===== src/rtl/stk_pkg.sv =====
package stk_pkg;

   localparam logic [2:0] OP_PUSH = 3'd1;
   localparam logic [2:0] OP_POP  = 3'd2;
   localparam logic [2:0] OP_CALL = 3'd3;
   localparam logic [2:0] OP_RET  = 3'd4;
   localparam logic [2:0] OP_INIT = 3'd5;

   localparam logic [3:0] LINK_BYTES = 4'd4;

   typedef enum logic [1:0] {
      ST_IDLE,
      ST_BEAT0,
      ST_BEAT1,
      ST_FIN
   } stk_state_e;

   // operand size code to byte count; unused codes fall back to a word
   function automatic logic [3:0] size_to_bytes(input logic [2:0] code);
      case (code)
         3'd0:    size_to_bytes = 4'd1;
         3'd1:    size_to_bytes = 4'd2;
         3'd4:    size_to_bytes = 4'd8;
         default: size_to_bytes = 4'd4;
      endcase
   endfunction

   function automatic logic op_known(input logic [2:0] op);
      op_known = (op >= OP_PUSH) && (op <= OP_INIT);
   endfunction

endpackage


===== src/rtl/stk_bounds.sv =====
module stk_bounds #(
   parameter int          ADDR_W  = 32,
   parameter int unsigned MEM_TOP = 32'h0000_FFFF
) (
   input  logic [ADDR_W-1:0] cur_sp,
   input  logic [3:0]        nbytes,
   input  logic              is_push,
   output logic              step_fault,
   output logic [ADDR_W-1:0] step_sp,
   output logic [ADDR_W-1:0] step_base
);
   // two guard bits keep every sum below free of wrap
   localparam int             EW    = ADDR_W + 2;
   localparam logic [EW-1:0]  TOP_E = EW'(MEM_TOP);
   localparam logic [EW-1:0]  ONE_E = EW'(1);

   logic [EW-1:0] sp_e;
   logic [EW-1:0] nb_e;
   logic [EW-1:0] up_e;
   logic          dn_fault;
   logic          up_fault;

   assign sp_e = EW'(cur_sp);
   assign nb_e = EW'(nbytes);
   assign up_e = sp_e + nb_e;

   // store at sp, then step down
   assign dn_fault = (sp_e < nb_e) || ((up_e - ONE_E) > TOP_E);
   // step up, then load at the raised pointer
   assign up_fault = ((up_e + nb_e - ONE_E) > TOP_E);

   assign step_fault = is_push ? dn_fault : up_fault;
   assign step_sp    = is_push ? (cur_sp - ADDR_W'(nbytes)) : up_e[ADDR_W-1:0];
   assign step_base  = is_push ? cur_sp : up_e[ADDR_W-1:0];

endmodule


===== src/rtl/stk_seq.sv =====
module stk_seq
   import stk_pkg::*;
#(
   parameter int ADDR_W = 32
) (
   input  logic              clk,
   input  logic              rst_n,
   input  logic              start,
   input  logic [2:0]        op,
   input  logic [3:0]        nbytes,
   input  logic              fault_in,
   input  logic [ADDR_W-1:0] next_sp_in,
   input  logic [ADDR_W-1:0] base_in,
   input  logic [ADDR_W-1:0] init_sp,
   input  logic [63:0]       wdata_in,
   input  logic [ADDR_W-1:0] target_in,
   output logic              busy,
   output logic              done,
   output logic              fault,
   output logic [63:0]       pop_data,
   output logic              redirect_valid,
   output logic [ADDR_W-1:0] redirect_addr,
   output logic              sp_load,
   output logic [ADDR_W-1:0] sp_val,
   output logic              mem_req,
   output logic              mem_we,
   output logic [ADDR_W-1:0] mem_addr,
   output logic [3:0]        mem_bytes,
   output logic [31:0]       mem_wdata,
   input  logic              mem_ack,
   input  logic [31:0]       mem_rdata
);
   localparam int          LANES     = 4;
   localparam logic [3:0]  BEAT_MAX  = 4'(LANES);
   localparam logic [3:0]  DBL_BYTES = 4'(2 * LANES);

   stk_state_e        state_q;
   logic [2:0]        op_q;
   logic [3:0]        nb_q;
   logic              fault_q;
   logic [ADDR_W-1:0] nsp_q;
   logic [ADDR_W-1:0] base_q;
   logic [63:0]       wd_q;
   logic [ADDR_W-1:0] tgt_q;
   logic [63:0]       rd_q;
   logic [31:0]       lane_rd;
   logic              dbl;
   logic              wr_op;

   assign dbl   = (nb_q == DBL_BYTES);
   assign wr_op = (op_q == OP_PUSH) || (op_q == OP_CALL);

   // bytes past the operand size read as zero
   for (genvar i = 0; i < LANES; i++) begin : g_lane
      assign lane_rd[8*i +: 8] = (4'(i) < nb_q) ? mem_rdata[8*i +: 8] : 8'h00;
   end

   always_ff @(posedge clk) begin
      if (!rst_n) begin
         state_q <= ST_IDLE;
         op_q    <= '0;
         nb_q    <= '0;
         fault_q <= 1'b0;
         nsp_q   <= '0;
         base_q  <= '0;
         wd_q    <= '0;
         tgt_q   <= '0;
         rd_q    <= '0;
      end else begin
         case (state_q)
            ST_IDLE: begin
               if (start) begin
                  op_q    <= op;
                  nb_q    <= nbytes;
                  fault_q <= fault_in && (op != OP_INIT);
                  nsp_q   <= next_sp_in;
                  base_q  <= base_in;
                  wd_q    <= wdata_in;
                  tgt_q   <= target_in;
                  rd_q    <= '0;
                  state_q <= ((op == OP_INIT) || fault_in) ? ST_FIN : ST_BEAT0;
               end
            end
            ST_BEAT0: begin
               if (mem_ack) begin
                  rd_q[31:0] <= lane_rd;
                  state_q    <= dbl ? ST_BEAT1 : ST_FIN;
               end
            end
            ST_BEAT1: begin
               if (mem_ack) begin
                  rd_q[63:32] <= mem_rdata;
                  state_q     <= ST_FIN;
               end
            end
            default: state_q <= ST_IDLE;
         endcase
      end
   end

   assign busy      = (state_q != ST_IDLE);
   assign done      = (state_q == ST_FIN);
   assign fault     = done && fault_q;
   assign pop_data  = rd_q;

   assign mem_req   = (state_q == ST_BEAT0) || (state_q == ST_BEAT1);
   assign mem_we    = mem_req && wr_op;
   assign mem_addr  = (state_q == ST_BEAT1) ? (base_q + ADDR_W'(LANES)) : base_q;
   assign mem_bytes = dbl ? BEAT_MAX : nb_q;
   assign mem_wdata = (state_q == ST_BEAT1) ? wd_q[63:32] : wd_q[31:0];

   assign sp_load   = done && !fault_q;
   assign sp_val    = (op_q == OP_INIT) ? init_sp : nsp_q;

   assign redirect_valid = done && !fault_q && ((op_q == OP_CALL) || (op_q == OP_RET));
   assign redirect_addr  = (op_q == OP_CALL) ? tgt_q : rd_q[ADDR_W-1:0];

endmodule


===== src/rtl/stk_engine.sv =====
module stk_engine
   import stk_pkg::*;
#(
   parameter int          ADDR_W  = 32,
   parameter int unsigned MEM_TOP = 32'h0000_FFFF
) (
   input  logic              clk,
   input  logic              rst_n,
   input  logic              cmd_valid,
   input  logic [2:0]        cmd_op,
   input  logic [2:0]        cmd_size,
   input  logic [63:0]       cmd_data,
   input  logic [ADDR_W-1:0] cmd_link,
   input  logic [ADDR_W-1:0] cmd_target,
   output logic              busy,
   output logic              done,
   output logic              fault,
   output logic [63:0]       pop_data,
   output logic              redirect_valid,
   output logic [ADDR_W-1:0] redirect_addr,
   output logic [ADDR_W-1:0] sp,
   output logic              mem_req,
   output logic              mem_we,
   output logic [ADDR_W-1:0] mem_addr,
   output logic [3:0]        mem_bytes,
   output logic [31:0]       mem_wdata,
   input  logic              mem_ack,
   input  logic [31:0]       mem_rdata
);
   localparam logic [ADDR_W-1:0] INIT_SP = ADDR_W'(MEM_TOP - 32'd7);

   if (ADDR_W < 8 || ADDR_W > 32) begin : g_bad_width
      $error("stk_engine: ADDR_W must lie in 8..32");
   end
   if (MEM_TOP < 32'd15) begin : g_bad_top
      $error("stk_engine: MEM_TOP too small for an 8-byte frame");
   end
   if (ADDR_W < 32) begin : g_top_range
      if (MEM_TOP >= (32'd1 << ADDR_W)) begin : g_bad_range
         $error("stk_engine: MEM_TOP exceeds the address width");
      end
   end

   logic              start;
   logic [3:0]        nbytes;
   logic              is_push;
   logic              step_fault;
   logic [ADDR_W-1:0] step_sp;
   logic [ADDR_W-1:0] step_base;
   logic [63:0]       wdata;
   logic              sp_load;
   logic [ADDR_W-1:0] sp_val;
   logic [ADDR_W-1:0] sp_q;

   assign start   = cmd_valid && !busy && op_known(cmd_op);
   assign is_push = (cmd_op == OP_PUSH) || (cmd_op == OP_CALL);
   assign nbytes  = ((cmd_op == OP_CALL) || (cmd_op == OP_RET)) ? LINK_BYTES
                                                               : size_to_bytes(cmd_size);
   assign wdata   = (cmd_op == OP_CALL) ? 64'(cmd_link) : cmd_data;

   stk_bounds #(
      .ADDR_W (ADDR_W),
      .MEM_TOP(MEM_TOP)
   ) u_bounds (
      .cur_sp    (sp_q),
      .nbytes    (nbytes),
      .is_push   (is_push),
      .step_fault(step_fault),
      .step_sp   (step_sp),
      .step_base (step_base)
   );

   stk_seq #(
      .ADDR_W(ADDR_W)
   ) u_seq (
      .clk           (clk),
      .rst_n         (rst_n),
      .start         (start),
      .op            (cmd_op),
      .nbytes        (nbytes),
      .fault_in      (step_fault),
      .next_sp_in    (step_sp),
      .base_in       (step_base),
      .init_sp       (INIT_SP),
      .wdata_in      (wdata),
      .target_in     (cmd_target),
      .busy          (busy),
      .done          (done),
      .fault         (fault),
      .pop_data      (pop_data),
      .redirect_valid(redirect_valid),
      .redirect_addr (redirect_addr),
      .sp_load       (sp_load),
      .sp_val        (sp_val),
      .mem_req       (mem_req),
      .mem_we        (mem_we),
      .mem_addr      (mem_addr),
      .mem_bytes     (mem_bytes),
      .mem_wdata     (mem_wdata),
      .mem_ack       (mem_ack),
      .mem_rdata     (mem_rdata)
   );

   always_ff @(posedge clk) begin
      if (!rst_n)       sp_q <= '0;
      else if (sp_load) sp_q <= sp_val;
   end

   assign sp = sp_q;

endmodule


===== config.mk =====
export PLATFORM = sky130hd
export DESIGN_NAME = stk_engine
export DESIGN_NICKNAME = d
export VERILOG_FILES = /design/src/rtl/stk_pkg.sv /design/src/rtl/stk_bounds.sv /design/src/rtl/stk_seq.sv /design/src/rtl/stk_engine.sv
export SDC_FILE = /design/constraint.sdc
export NUM_CORES = 1
export LEC_CHECK = 0
export ABC_AREA = 0
export BUFFER_PORTS_ARGS = -buffer_cell sky130_fd_sc_hd__buf_2
export CELL_PAD_IN_SITES_DETAIL_PLACEMENT = 2
export CELL_PAD_IN_SITES_GLOBAL_PLACEMENT = 2
export CORE_UTILIZATION = 32
export DETAILED_ROUTE_END_ITERATION = 10
export PLACE_DENSITY = 0.81
export SLEW_MARGIN = 20
export SYNTH_ARGS = -nofsm -noshare
export SYNTH_HDL_FRONTEND = slang
export SYNTH_SLANG_ARGS = --single-unit

===== constraint.sdc =====
create_clock -name clk -period 8.2 [get_ports clk]
set_input_delay 0.82 -clock clk [delete_from_list [all_inputs] [get_ports clk]]
set_output_delay 0.82 -clock clk [all_outputs]
set_load 0.005 [all_outputs]

==> results.json <==
{
  "met3_length_mm": 3.42,
  "worst_setup_path_start_kind": "input port",
  "yosys_warnings": 0,
  "root_buffer": "clkbuf_16",
  "p_sw_uw": 2060,
  "io_pins": 372,
  "r2r-end": "u_seq.state_q[1]",
  "outcome": "finished clean",
  "ys_seq_area_frac": 0.325,
  "cts_max_path_buffers": 3,
  "clock_sinks": 266,
  "slew_violations": 0,
  "postSynthCellCount": 2030,
  "design_area_um2": 19800,
  "dr.first_iter.drc_count": 785,
  "finalNonFillerCells": 3001,
  "antenna_found_initial": 5,
  "comb_power_share": 0.395,
  "h-tree-depth": 2,
  "cts_made_buffers": 34,
  "r2r_setup_slack_ps": 2180,
  "synth_nets": 2272,
  "grt_use_total": 0.258,
  "yosysTopAreaCell": "dfxtp_1",
  "min_period_ps": 7110,
  "grt_pass1_vias": 18100,
  "die_w_um": 228,
  "grt_max_degree": 148,
  "cts-resized-gates": 0,
  "period_share": 0.868,
  "tns_ps": 0,
  "synth_edf_count": 0,
  "routed.top_layer": "met5",
  "p_per_area_nw_per_um2": 263,
  "mostFrequentLayoutCells": "370 x buf_2, 306 x nand2_1, 266 x dfxtp_1, 166 x nand3_1, 117 x a21boi_0",
  "dp.final_hpwl_mm": 48.9,
  "hold_end": "u_seq.pop_data[63]",
  "syn-cell-area_um2": 16400,
  "hold_ws_ps": 467,
  "maxSlewHeadroom": 0.267,
  "area_delta_synth_final_pct": 21.1,
  "synth_ff_type": "dfxtp_1",
  "synthArstFlopShare": 0,
  "grt_overflow": 0,
  "place_congestion": 0.889,
  "placed_area_um2": 18700,
  "antenna_left": 0,
  "grt_pass1_wl_mm": 107,
  "synth_cell_type_count": 76,
  "critical_path_buf_inv_count": 2,
  "io_buffers": 371,
  "hold_violations": 0,
  "cp-end-kind": "flip-flop",
  "m1WireLength_mm": 28.6,
  "clk_latency_ps": 560,
  "fin_worst_skew_ps": 35.0,
  "setup_viol_count_final": 0,
  "final_nets": 2543,
  "fmax_ghz": 0.141,
  "die_height_um": 228,
  "first_pass_iters": 5,
  "crit_required_ps": 8650,
  "crit_arrival_ps": 7560,
  "dp_cells": 2937,
  "final_common_cell": "buf_2",
  "cp_max_fo": 10,
  "hold_class": "reg2reg",
  "drc": 0,
  "finalWirelength_mm": 69.0,
  "n_fill_cell": 5818,
  "dieArea_um2": 52000,
  "avgViaCountPerCell": 5.52,
  "rsz0062_at_grt": "false",
  "ff2ff_path_depth": 20,
  "clk_pin_slew_ps": 60,
  "synth-seq-cells": 266,
  "path_cells": "buf_2, nor2_1, a221o_1, nor3_1, ha_1, fa_1, a211oi_2, or4_1, nor4_1, xor2_1, inv_1, ha_1, a21o_1, a21oi_1, o21bai_1, nor3_1, a2111oi_0, o211ai_1, a21oi_1, nand4_1, nor4_1, a41o_1, nand2_1, a32o_1",
  "p_clk_frac": 0.302,
  "dr_wl_met2_mm": 34.8,
  "critical-path-slowest-cell": "or4_1",
  "avgSynthCellArea_um2": 8.06,
  "coreArea_um2": 50300,
  "worstMarginPinSlew_ps": 1100,
  "slowest_delay_ps": 680,
  "rows": 82,
  "min_path_cells": 2,
  "critPathTopFamily": "compound AO/OA/AOI/OAI gates",
  "ys_top_cells_by_area": "dfxtp_1 33%, nand2_1 7.0%, a21boi_0 5.4%, ha_1 5.3%, nand3_1 5.1%",
  "seqPwrFrac": 0.303,
  "cts_tree": "built",
  "postCtsSetupRepairBufs": 0,
  "p_leak_uw": 0.00904,
  "critPathKind": "in2reg",
  "yosysTopAreaCellShare": 0.325,
  "start_util": 0.325,
  "hp-start": "u_seq.pop_data[63]",
  "r2r-start": "sp[0]",
  "p_int_uw": 3150,
  "finalPower_uw": 5210,
  "ctsHoldBuffers": 0,
  "maxCapViolations": 0,
  "vdd_drop_max_mv": 0.151,
  "wire_per_inst_um": 23.0,
  "vias": 16600,
  "swShare": 0.396,
  "drive_above_1_share": 0.234
}
## power groups by stage
| stage | Combinational, uW | Clock, uW | Sequential (uW) |
|---|---|---|---|
| detailed placement | 2040 | 0 | 1600 |
| CTS | 2070 | 1610 | 1570 |
| floorplan | 1370 | 0 | 1540 |
| global placement | 1980 | 0 | 1590 |
| global route | 2240 | 1660 | 1590 |
| finish | 2060 | 1570 | 1580 |
## worst min-delay path, stage by stage (launching register included)
cell,delay (ps)
dfxtp_1,300
nand2_1,50
a21boi_0,60
## through the flow
stage / utilization / setup slack (ps)
6_report: 0.394 / 1090
5_1_grt: 0.394 / 406
4_1_cts: 0.394 / 1130
3_5_place_dp: 0.371 / 637
3_3_place_gp: 0.371 / 1100
2_1_floorplan: - / 1900
## cell families (layout without fill, tap and decap cells)
kind of cell,after synthesis,in the layout,synth area share
and+or+nand+nor,800,800,0.235
AOI/OAI and AO/OA,474,474,0.216
DFF,266,266,0.325
buffers and inverters,228,524,0.0542
xor gates and xnor gates,116,116,0.0621
muxes,74,74,0.0504
adders and majority gates,72,72,0.0564
other,0,3,0
## routing by layer
layer,up-vias,track usage
li1,7685,-
met5,-,0
met2,377,0.464
met4,4,0.0902
met3,111,0.0524
met1,8390,0.302
## sequential cells by signal, summed over array words and instances (netlist names)
name	cells
u_seq.pop_data	64
u_seq.wd_q	64
sp	32
u_seq.base_q	32
u_seq.nsp_q	32
u_seq.tgt_q	32
u_seq.nb_q	4
u_seq.op_q	3
u_seq.state_q	2
u_seq.fault_q	1
## cells in the mapped netlist, types with 3 or more instances
master / number
a211o_1: 5
a211oi_1: 18
a21boi_0: 117
a21o_1: 18
a21oi_1: 64
a221o_1: 3
a22oi_1: 52
a311oi_1: 3
a31oi_1: 8
and2_1: 26
and3_1: 16
and4_1: 7
buf_1: 12
buf_2: 7
clkbuf_1: 133
dfxtp_1: 266
fa_1: 3
ha_1: 69
inv_1: 72
mux2_2: 67
mux2i_1: 7
nand2_1: 307
nand2b_1: 9
nand3_1: 166
nand3b_1: 4
nand4_1: 25
nor2_1: 87
nor2b_1: 76
nor3_1: 36
nor3b_1: 3
nor4_1: 16
nor4b_1: 3
o211a_1: 55
o211ai_1: 21
o21a_1: 4
o21ai_0: 46
o21bai_1: 8
o221a_2: 13
o22ai_1: 3
o31ai_1: 8
or3_1: 4
or4_1: 5
xnor2_1: 77
xor2_1: 39
## final cells by class
| class | instances | area, um^2 | area share |
|---|---|---|---|
| multi-input cells | 1536 | 10200 | 0.515 |
| flip-flops and latches | 266 | 5330 | 0.269 |
| repair buffers | 391 | 2020 | 0.102 |
| clock buffers | 52 | 1000 | 0.0505 |
| well taps | 672 | 841 | 0.0424 |
| inverters | 72 | 270 | 0.0136 |
| clock inverters | 9 | 146 | 0.00739 |
| diodes | 3 | 7.51 | 0.000379 |
## worst max path at each step
stage          startpoint          endpoint  slack, ps  cells past startpoint
2_1_floorplan   cmd_op[2]  u_seq.state_q[1]       1900                     25
3_3_place_gp    cmd_op[1]  u_seq.state_q[1]       1100                     24
3_5_place_dp    cmd_op[1]  u_seq.state_q[1]        640                     24
4_1_cts         cmd_op[1]  u_seq.state_q[1]       1130                     24
5_1_grt         cmd_op[1]  u_seq.state_q[1]        410                     24
6_report        cmd_op[1]  u_seq.state_q[1]       1090                     24
No activity file was read; power rests on OpenSTA's default activity.
